--- src/rtl/twis_evt_regs.sv ---
module twis_evt_regs #(
  parameter int ADDR_W = 12
) (
  input  logic              clk,
  input  logic              rst_n,
  input  logic              reg_wr,
  input  logic [ADDR_W-1:0] reg_addr,
  input  logic [31:0]       reg_wdata,
  output logic [31:0]       reg_rdata,
  input  logic [5:0]        evt_pulse,
  input  logic [2:0]        err_set,
  input  logic              match_idx,
  output logic [4:0]        task_pulse,
  output logic              irq,
  output logic              enabled
);
  localparam int NTASK = 5;
  localparam int NEVT  = 6;
  localparam logic [ADDR_W-1:0] TASK_OFS [NTASK] = '{
    ADDR_W'(12'h014), ADDR_W'(12'h01C), ADDR_W'(12'h020), ADDR_W'(12'h030), ADDR_W'(12'h034)};
  localparam logic [ADDR_W-1:0] EV_OFS [NEVT] = '{
    ADDR_W'(12'h104), ADDR_W'(12'h124), ADDR_W'(12'h14C),
    ADDR_W'(12'h150), ADDR_W'(12'h164), ADDR_W'(12'h168)};
  localparam int IEN_POS [NEVT] = '{1, 9, 19, 20, 25, 26};
  localparam logic [31:0] IEN_MASK = (32'd1 << 1) | (32'd1 << 9) | (32'd1 << 19) |
                                     (32'd1 << 20) | (32'd1 << 25) | (32'd1 << 26);
  localparam logic [ADDR_W-1:0] OFS_SHORTS = ADDR_W'(12'h200);
  localparam logic [ADDR_W-1:0] OFS_IEN    = ADDR_W'(12'h300);
  localparam logic [ADDR_W-1:0] OFS_ISET   = ADDR_W'(12'h304);
  localparam logic [ADDR_W-1:0] OFS_ICLR   = ADDR_W'(12'h308);
  localparam logic [ADDR_W-1:0] OFS_ERR    = ADDR_W'(12'h4D0);
  localparam logic [ADDR_W-1:0] OFS_MATCH  = ADDR_W'(12'h4D4);
  localparam logic [ADDR_W-1:0] OFS_EN     = ADDR_W'(12'h500);
  localparam logic [3:0]        EN_ON      = 4'd9;

  logic [NEVT-1:0]  evf;
  logic [NEVT-1:0]  ev_en;
  logic [NTASK-1:0] task_req;
  logic [31:0]      inten;
  logic [1:0]       shorts;
  logic [2:0]       errsrc;
  logic [2:0]       err_clr;
  logic             match_q;
  logic [3:0]       enf;
  logic             short_hit;

  for (genvar t = 0; t < NTASK; t++) begin : g_task
    assign task_req[t] = reg_wr && reg_wdata[0] && (reg_addr == TASK_OFS[t]);
  end

  assign short_hit = (evt_pulse[4] && shorts[0]) || (evt_pulse[5] && shorts[1]);

  always_ff @(posedge clk or negedge rst_n)
    if (!rst_n) task_pulse <= '0;
    else        task_pulse <= task_req | (NTASK'(short_hit) << 1);

  always_ff @(posedge clk or negedge rst_n)
    if (!rst_n) evf <= '0;
    else
      for (int k = 0; k < NEVT; k++)
        if (evt_pulse[k])                          evf[k] <= 1'b1;
        else if (reg_wr && reg_addr == EV_OFS[k])  evf[k] <= reg_wdata[0];

  always_ff @(posedge clk or negedge rst_n)
    if (!rst_n) inten <= '0;
    else if (reg_wr && reg_addr == OFS_IEN)  inten <= reg_wdata & IEN_MASK;
    else if (reg_wr && reg_addr == OFS_ISET) inten <= inten | (reg_wdata & IEN_MASK);
    else if (reg_wr && reg_addr == OFS_ICLR) inten <= inten & ~reg_wdata;

  for (genvar k = 0; k < NEVT; k++) begin : g_ien
    assign ev_en[k] = inten[IEN_POS[k]];
  end
  assign irq = |(evf & ev_en);

  always_ff @(posedge clk or negedge rst_n)
    if (!rst_n) shorts <= '0;
    else if (reg_wr && reg_addr == OFS_SHORTS) shorts <= {reg_wdata[14], reg_wdata[13]};

  assign err_clr = (reg_wr && reg_addr == OFS_ERR) ? {reg_wdata[3], reg_wdata[2], reg_wdata[0]} : 3'b0;

  always_ff @(posedge clk or negedge rst_n)
    if (!rst_n) errsrc <= '0;
    else        errsrc <= (errsrc & ~err_clr) | err_set;

  always_ff @(posedge clk or negedge rst_n)
    if (!rst_n) match_q <= 1'b0;
    else if (evt_pulse[4] || evt_pulse[5]) match_q <= match_idx;

  always_ff @(posedge clk or negedge rst_n)
    if (!rst_n) enf <= '0;
    else if (reg_wr && reg_addr == OFS_EN) enf <= (reg_wdata[3:0] == EN_ON) ? EN_ON : 4'd0;

  assign enabled = (enf == EN_ON);

  always_comb begin
    reg_rdata = '0;
    for (int k = 0; k < NEVT; k++)
      if (reg_addr == EV_OFS[k]) reg_rdata = {31'b0, evf[k]};
    case (reg_addr)
      OFS_IEN, OFS_ISET, OFS_ICLR: reg_rdata = inten;
      OFS_SHORTS: reg_rdata = {17'b0, shorts, 13'b0};
      OFS_ERR:    reg_rdata = {28'b0, errsrc[2], errsrc[1], 1'b0, errsrc[0]};
      OFS_MATCH:  reg_rdata = {31'b0, match_q};
      OFS_EN:     reg_rdata = {28'b0, enf};
      default: ;
    endcase
  end
endmodule

--- config.mk ---
export PLATFORM = sky130hd
export DESIGN_NAME = twis_evt_regs
export DESIGN_NICKNAME = d
export VERILOG_FILES = /design/src/rtl/twis_evt_regs.sv
export SDC_FILE = /design/constraint.sdc
export NUM_CORES = 1
export LEC_CHECK = 0
export BUFFER_PORTS_ARGS = -buffer_cell sky130_fd_sc_hd__buf_2
export CAP_MARGIN = 20
export CORE_MARGIN = 4
export CORE_UTILIZATION = 49
export CTS_CLUSTER_DIAMETER = 50
export DETAILED_ROUTE_END_ITERATION = 12
export PLACE_DENSITY = 0.77
export SLEW_MARGIN = 15
export SYNTH_ARGS = -nofsm -noshare
export SYNTH_HDL_FRONTEND = slang
export SYNTH_SLANG_ARGS = --single-unit
--- constraint.sdc ---
create_clock -name clk -period 2.41 [get_ports clk]
set_clock_uncertainty 0.15 [all_clocks]
set_input_delay 0.482 -clock clk [delete_from_list [all_inputs] [get_ports clk]]
set_output_delay 0.482 -clock clk [all_outputs]
set_load 0.02 [all_outputs]
## Word level (Yosys, flattened, before mapping)

Cells that the tools add are included.

| cells by class | value |
|---|---|
| equal/unequal tests | 20 |
| mux-type cells | 24 |
| bitwise gates (word level) | 8 |
| reduce and logical (&&, ||, !) cells | 31 |

Operator list:

| operator | count |
|---|---|
| two-way mux 32 bit | 8 |
| case mux 32 bit (5 select lines) | 1 |
| == test 12 x 9 -> 1 bit, second input constant | 6 |
| == test 12 x 10 -> 1 bit, second input constant | 4 |
| == test 12 x 11 -> 1 bit, second input constant | 3 |
| == test 12 x 6 -> 1 bit, second input constant | 3 |
| AND 32 bit | 1 |
| inverter 32 bit | 1 |
| OR 32 x 27 -> 32 bit | 1 |
| == test 12 x 5 -> 1 bit, second input constant | 2 |
| logical AND 1 bit | 20 |
| two-way mux 1 bit | 13 |
| nonzero test 2 bit | 6 |
| == test 4 bit, second input constant | 2 |
| AND 6 bit | 1 |
| OR reduction 6 bit | 1 |
| OR 5 x 2 -> 5 bit | 1 |
| two-way mux 4 bit | 1 |
| AND 3 bit | 1 |
| two-way mux 3 bit | 1 |
| inverter 3 bit | 1 |
| OR 3 bit | 1 |
| nonzero test 3 bit | 1 |
| OR reduction 3 bit | 1 |
| logical OR 1 bit | 2 |

| word-level totals | value |
|---|---|
| bits in registers | 53 |
| input bits | 57 |
| output and inout port bits | 39 |
| word-level logic and storage cells | 95 |

## Logic depth before layout (Yosys ltp)

| depth | value |
|---|---|
| depth after elaboration | 8 |
| gate-level depth with buffers | 7 |
| depth with buffers taken out | 5 |

## Worst setup path before layout

Ideal clock, no wire load.

| path | value |
|---|---|
| path kind | input-to-output |
| start | input port reg_addr[2] |
| end | output port reg_rdata[0] |
| arrival time | 1802 ps |
| required time | 1778 ps |
| path slack | -24 ps |
| stages | 6 |
| path buffers | 1 |
| cell sequence | buf_2 > nor2b_1 > a311o_1 > a32oi_1 > o22ai_1 > a221o_1 |

| on the way | value |
|---|---|
| cells in the longest elaborated chain, start to end | 8 |
| elaborated cells on any way between the ends | 21 |
| those cells by class | eq/ne (13); mux (7); reduce/logical (1) |

Ends and longest elaborated chain:

| element | line | text |
|---|---|---|
| from (decl) | 7 | `input logic [ADDR_W-1:0] reg_addr,` |
| == test 12 x 9 -> 1 bit | 98 | `if (reg_addr == EV_OFS[k]) reg_rdata = {31'b0, evf[k]};` |
| two-way mux 1 bit | 98 |  |
| two-way mux 32 bit (5 in series) | 98 |  |
| case mux 32 bit (5 select lines) * | 99 | `case (reg_addr)` |
| to (decl) | 9 | `output logic [31:0] reg_rdata,` |

Every way passes the cells marked *; elsewhere a longest branch is shown, timed or not.

## Worst setup path after layout

| path | value |
|---|---|
| start | register evf[2] |
| end | output port reg_rdata[0] |

| on the way | value |
|---|---|
| cells in the longest elaborated chain, start to end | 5 |

Ends and longest elaborated chain:

| element | line | text |
|---|---|---|
| from (decl) | 36 | `logic [NEVT-1:0] evf;` |
| from (signal, indexed assignment) | 62 | `else if (reg_wr && reg_addr == EV_OFS[k]) evf[k] <= reg_wdata[0];` |
| two-way mux 32 bit (4 in series) | 98 |  |
| case mux 32 bit (5 select lines) | 99 |  |

Every way passes these cells.

==> summary.md <==
| Metric | Value |
|---|---|
| Critical Path End Type | output port |
| Drt drc | 0 |
| Adder-cell share of the synthesized area | 0 |
| CTS tree | yes |
| Later-pin clock latency in the skew report | 310 ps |
| Remaining Overflow, GRT | 0 |
| Placement Cell Area | 3380 µm² |
| Final Max Slew Viols | 0 |
| Worst relative slew slack | 0.685 |
| Kind of path behind the tightest hold check | primary input to flop |
| Post-synthesis mux area share | 0.0444 |
| Launch point of the worst path | evf[2] |
| Largest net degree at the start of global routing | 27 |
| Detailed Routing Iterations Pass 1 | 4 |
| RSZ-0062 raised after global routing | yes |
| Post-Syn Area | 2620 µm² |
| DR WL/cell | 17.8 µm |
| Leakage power | 1.86 nW |
| Crit path max fanout | 2 |
| Number of enable flip-flop cells after synthesis | 0 |
| Largest cells by area after synthesis | dfrtp_1, o21a_1, and2_1 |
| Via density | 5.50 |
| Final std cells w/o fill | 462 |
| Root cell of the clock tree | clkbuf_8 |
| Design Area, Final | 3970 µm² |
| First-pass GRT wire length | 12.3 mm |
| Post-synth top area share | 0.477 |
| Clock Tree Buf Depth | 2 |
| Syn Nets | 315 |
| Register area share after synthesis | 0.477 |
| Hold Fails Final Rpt | 0 |
| Reg clk slew, reported paths | 90 ps |
| Die height | 81.1 µm |
| Site Rows | 26 |
| Post-layout net count | 448 |
| Crit Path Class | flop to output port |
| Syn. warnings | 0 |
| WP data required | 1780 ps |
| Synth Area in Compound Gates | 0.176 |
| Total die area | 6580 µm² |
| Share of layout cells above drive strength 1 | 0.480 |
| Gr usage total | 0.243 |
| Hold path startpoint | err_set[2] |
| CTS buffer count | 5 |
| H-tree lvl count | 2 |
| Placed cells | 442 |
| #FFs+latches synth | 50 |
| Core area | 5140 µm² |
| Ports | 96 |
| Post-synth top flop | dfrtp_1 |
| Synth area leader | dfrtp_1 |
| Largest family of logic cells by synthesized area | simple AND/OR/NAND/NOR gates |
| Clk sink count | 50 |
| Tightest Pin Transition | 472 ps |
| Mapped Cells | 258 |
| N_diodes | 0 |
| Worst setup margin | -178 ps |
| Final HPWL DP | 5.51 mm |
| Fin crit share | 1.07 |
| Final wirelength | 8.22 mm |
| Antenna-violating nets left | 0 |
| # setup viols final | 32 |
| Failing checks | setup timing |
| Post-synth ARST share | 1.00 |
| Hold slack | 195 ps |
| Fin crit period | 2590 ps |
| Outcome | finished, violations left |
| CP Launch Type | flop |
| Synth Area in XOR/XNOR | 0 |
| DRT iter0 DRCs | 124 |
| Fill cells | 378 |
| Initial core utilization | 0.510 |
| Vias | 2541 |
| Gpl congestion | 0.919 |
| Fmax | 0.386 GHz |
| P per Cell Area | 415 nW/µm² |
| Max Cap Viol | 0 |
| CP arrival | 1960 ps |
| Setup TNS | -1050 ps |
| Peak VDD IR | 0.000401 V |
| Port Buffers | 95 |
| Reg-to-reg startpoint | evf[2] |
| Simple-Gate Fraction of Synth Area | 0.267 |
| Number of global-route vias before repair | 2531 |
| Initial antenna violation count | 0 |
| Syn Area/Cell | 10.2 µm² |
| Distinct cells, synth | 42 |
| Area Overhead vs Synth | 51.4% |
| Die X | 81.1 µm |
-- layout make-up --
type / instances / area [µm²] / area share
multi-input cells: 191 / 1360 / 0.343
flip-flops and latches: 50 / 1250 / 0.315
repair buffers: 140 / 1140 / 0.287
well taps: 70 / 87.6 / 0.0221
clock buffers: 5 / 68.8 / 0.0173
clock inverters: 3 / 48.8 / 0.0123
inverters: 3 / 11.3 / 0.00284
-- layer usage --
metal | vias up | part of all wire | global-route usage
met2 | 94 | 0.52 | 0.413
li1 | 1185 | - | -
met3 | 16 | 0.049 | 0.0443
met5 | - | 0 | 0
met1 | 1246 | 0.41 | 0.324
met4 | 0 | 0.017 | 0.0557
-- power by group --
| part | internal (mW) | switching (mW) |
|---|---|---|
| clock network | 0.316 | 0.301 |
| logic | 0.0866 | 0.0977 |
| registers | 0.841 | 0.00191 |
-- repair_timing --
action                                  CTS  global route
hold endpoints to repair                 19             0
endpoints found under the setup margin   32            31
pin swaps                                 8            24
setup buffers                             5             4
hold buffers                              1             0
gates cloned                              2             2
gates resized for setup                  18            90
-- through the flow --
| step | setup WS, ps | util | total power [mW] |
|---|---|---|---|
| 2_1_floorplan | 2.43 | - | 0.916 |
| 3_3_place_gp | -81.4 | 0.658 | 1.03 |
| 3_5_place_dp | -122 | 0.658 | 1.03 |
| 4_1_cts | -181 | 0.710 | 1.65 |
| 5_1_grt | -249 | 0.772 | 1.72 |
| 6_report | -178 | 0.772 | 1.64 |
-- placed cells by master (no fill, tap or decap), types with 3 or more instances in the layout --
cell type / Yosys / final
buf_2: 3 / 59
buf_6: 3 / 35
mux2i_1: 6 / 6
nor2_1: 36 / 35
nand4_1: 3 / 3
a22o_1: 9 / 9
buf_12: 0 / 3
a21o_1: 3 / 3
nor3_1: 7 / 6
a22oi_1: 4 / 4
nand2b_1: 10 / 10
nor2b_1: 5 / 5
mux2_2: 5 / 5
nand3_1: 4 / 4
clkbuf_8: 0 / 5
inv_1: 3 / 3
and2_4: 0 / 27
nand2_1: 10 / 10
dfrtp_1: 50 / 50
o211ai_1: 6 / 6
buf_4: 1 / 38
o21a_1: 26 / 26
or3_1: 4 / 4
-- synth_stat cells (4+ instances only) --
cell type and count:
nand2b_1 10, o211ai_1 6, mux2i_1 6, nor2_1 36
nor2b_1 5, nand3_1 4, nand2_1 10, dfrtp_1 50
a22o_1 9, or3_1 4, a22oi_1 4, mux2_2 5
and2_1 27, o21a_1 26, clkbuf_1 7, nor3_1 7
-- worst max-delay path, cell delays in order (launching register included) --
cell	delay [ps]
dfrtp_1	410
and4b_1	180
a311o_1	270
a32oi_1	200
o22ai_1	110
a221o_1	340
buf_6	140
-- path summary, 6_finish.rpt --
path                            slack, ps            to  cells after the start
max in group asynchronous            1010     inten[23]                      3
min in group asynchronous             510     errsrc[1]                      2
worst min-delay path                  200     errsrc[2]                      2
worst min register to register        340     errsrc[2]                      1
worst max register to register       1300        evf[2]                      4
worst max-delay path                 -180  reg_rdata[0]                      6
-- kinds of logic after synthesis --
kind of cell | count (synthesis)
mux | 11
flops | 50
compound gates | 59
simple gates | 121
buf+inv | 17
Note: power is estimated with default switching activity, not from simulation.
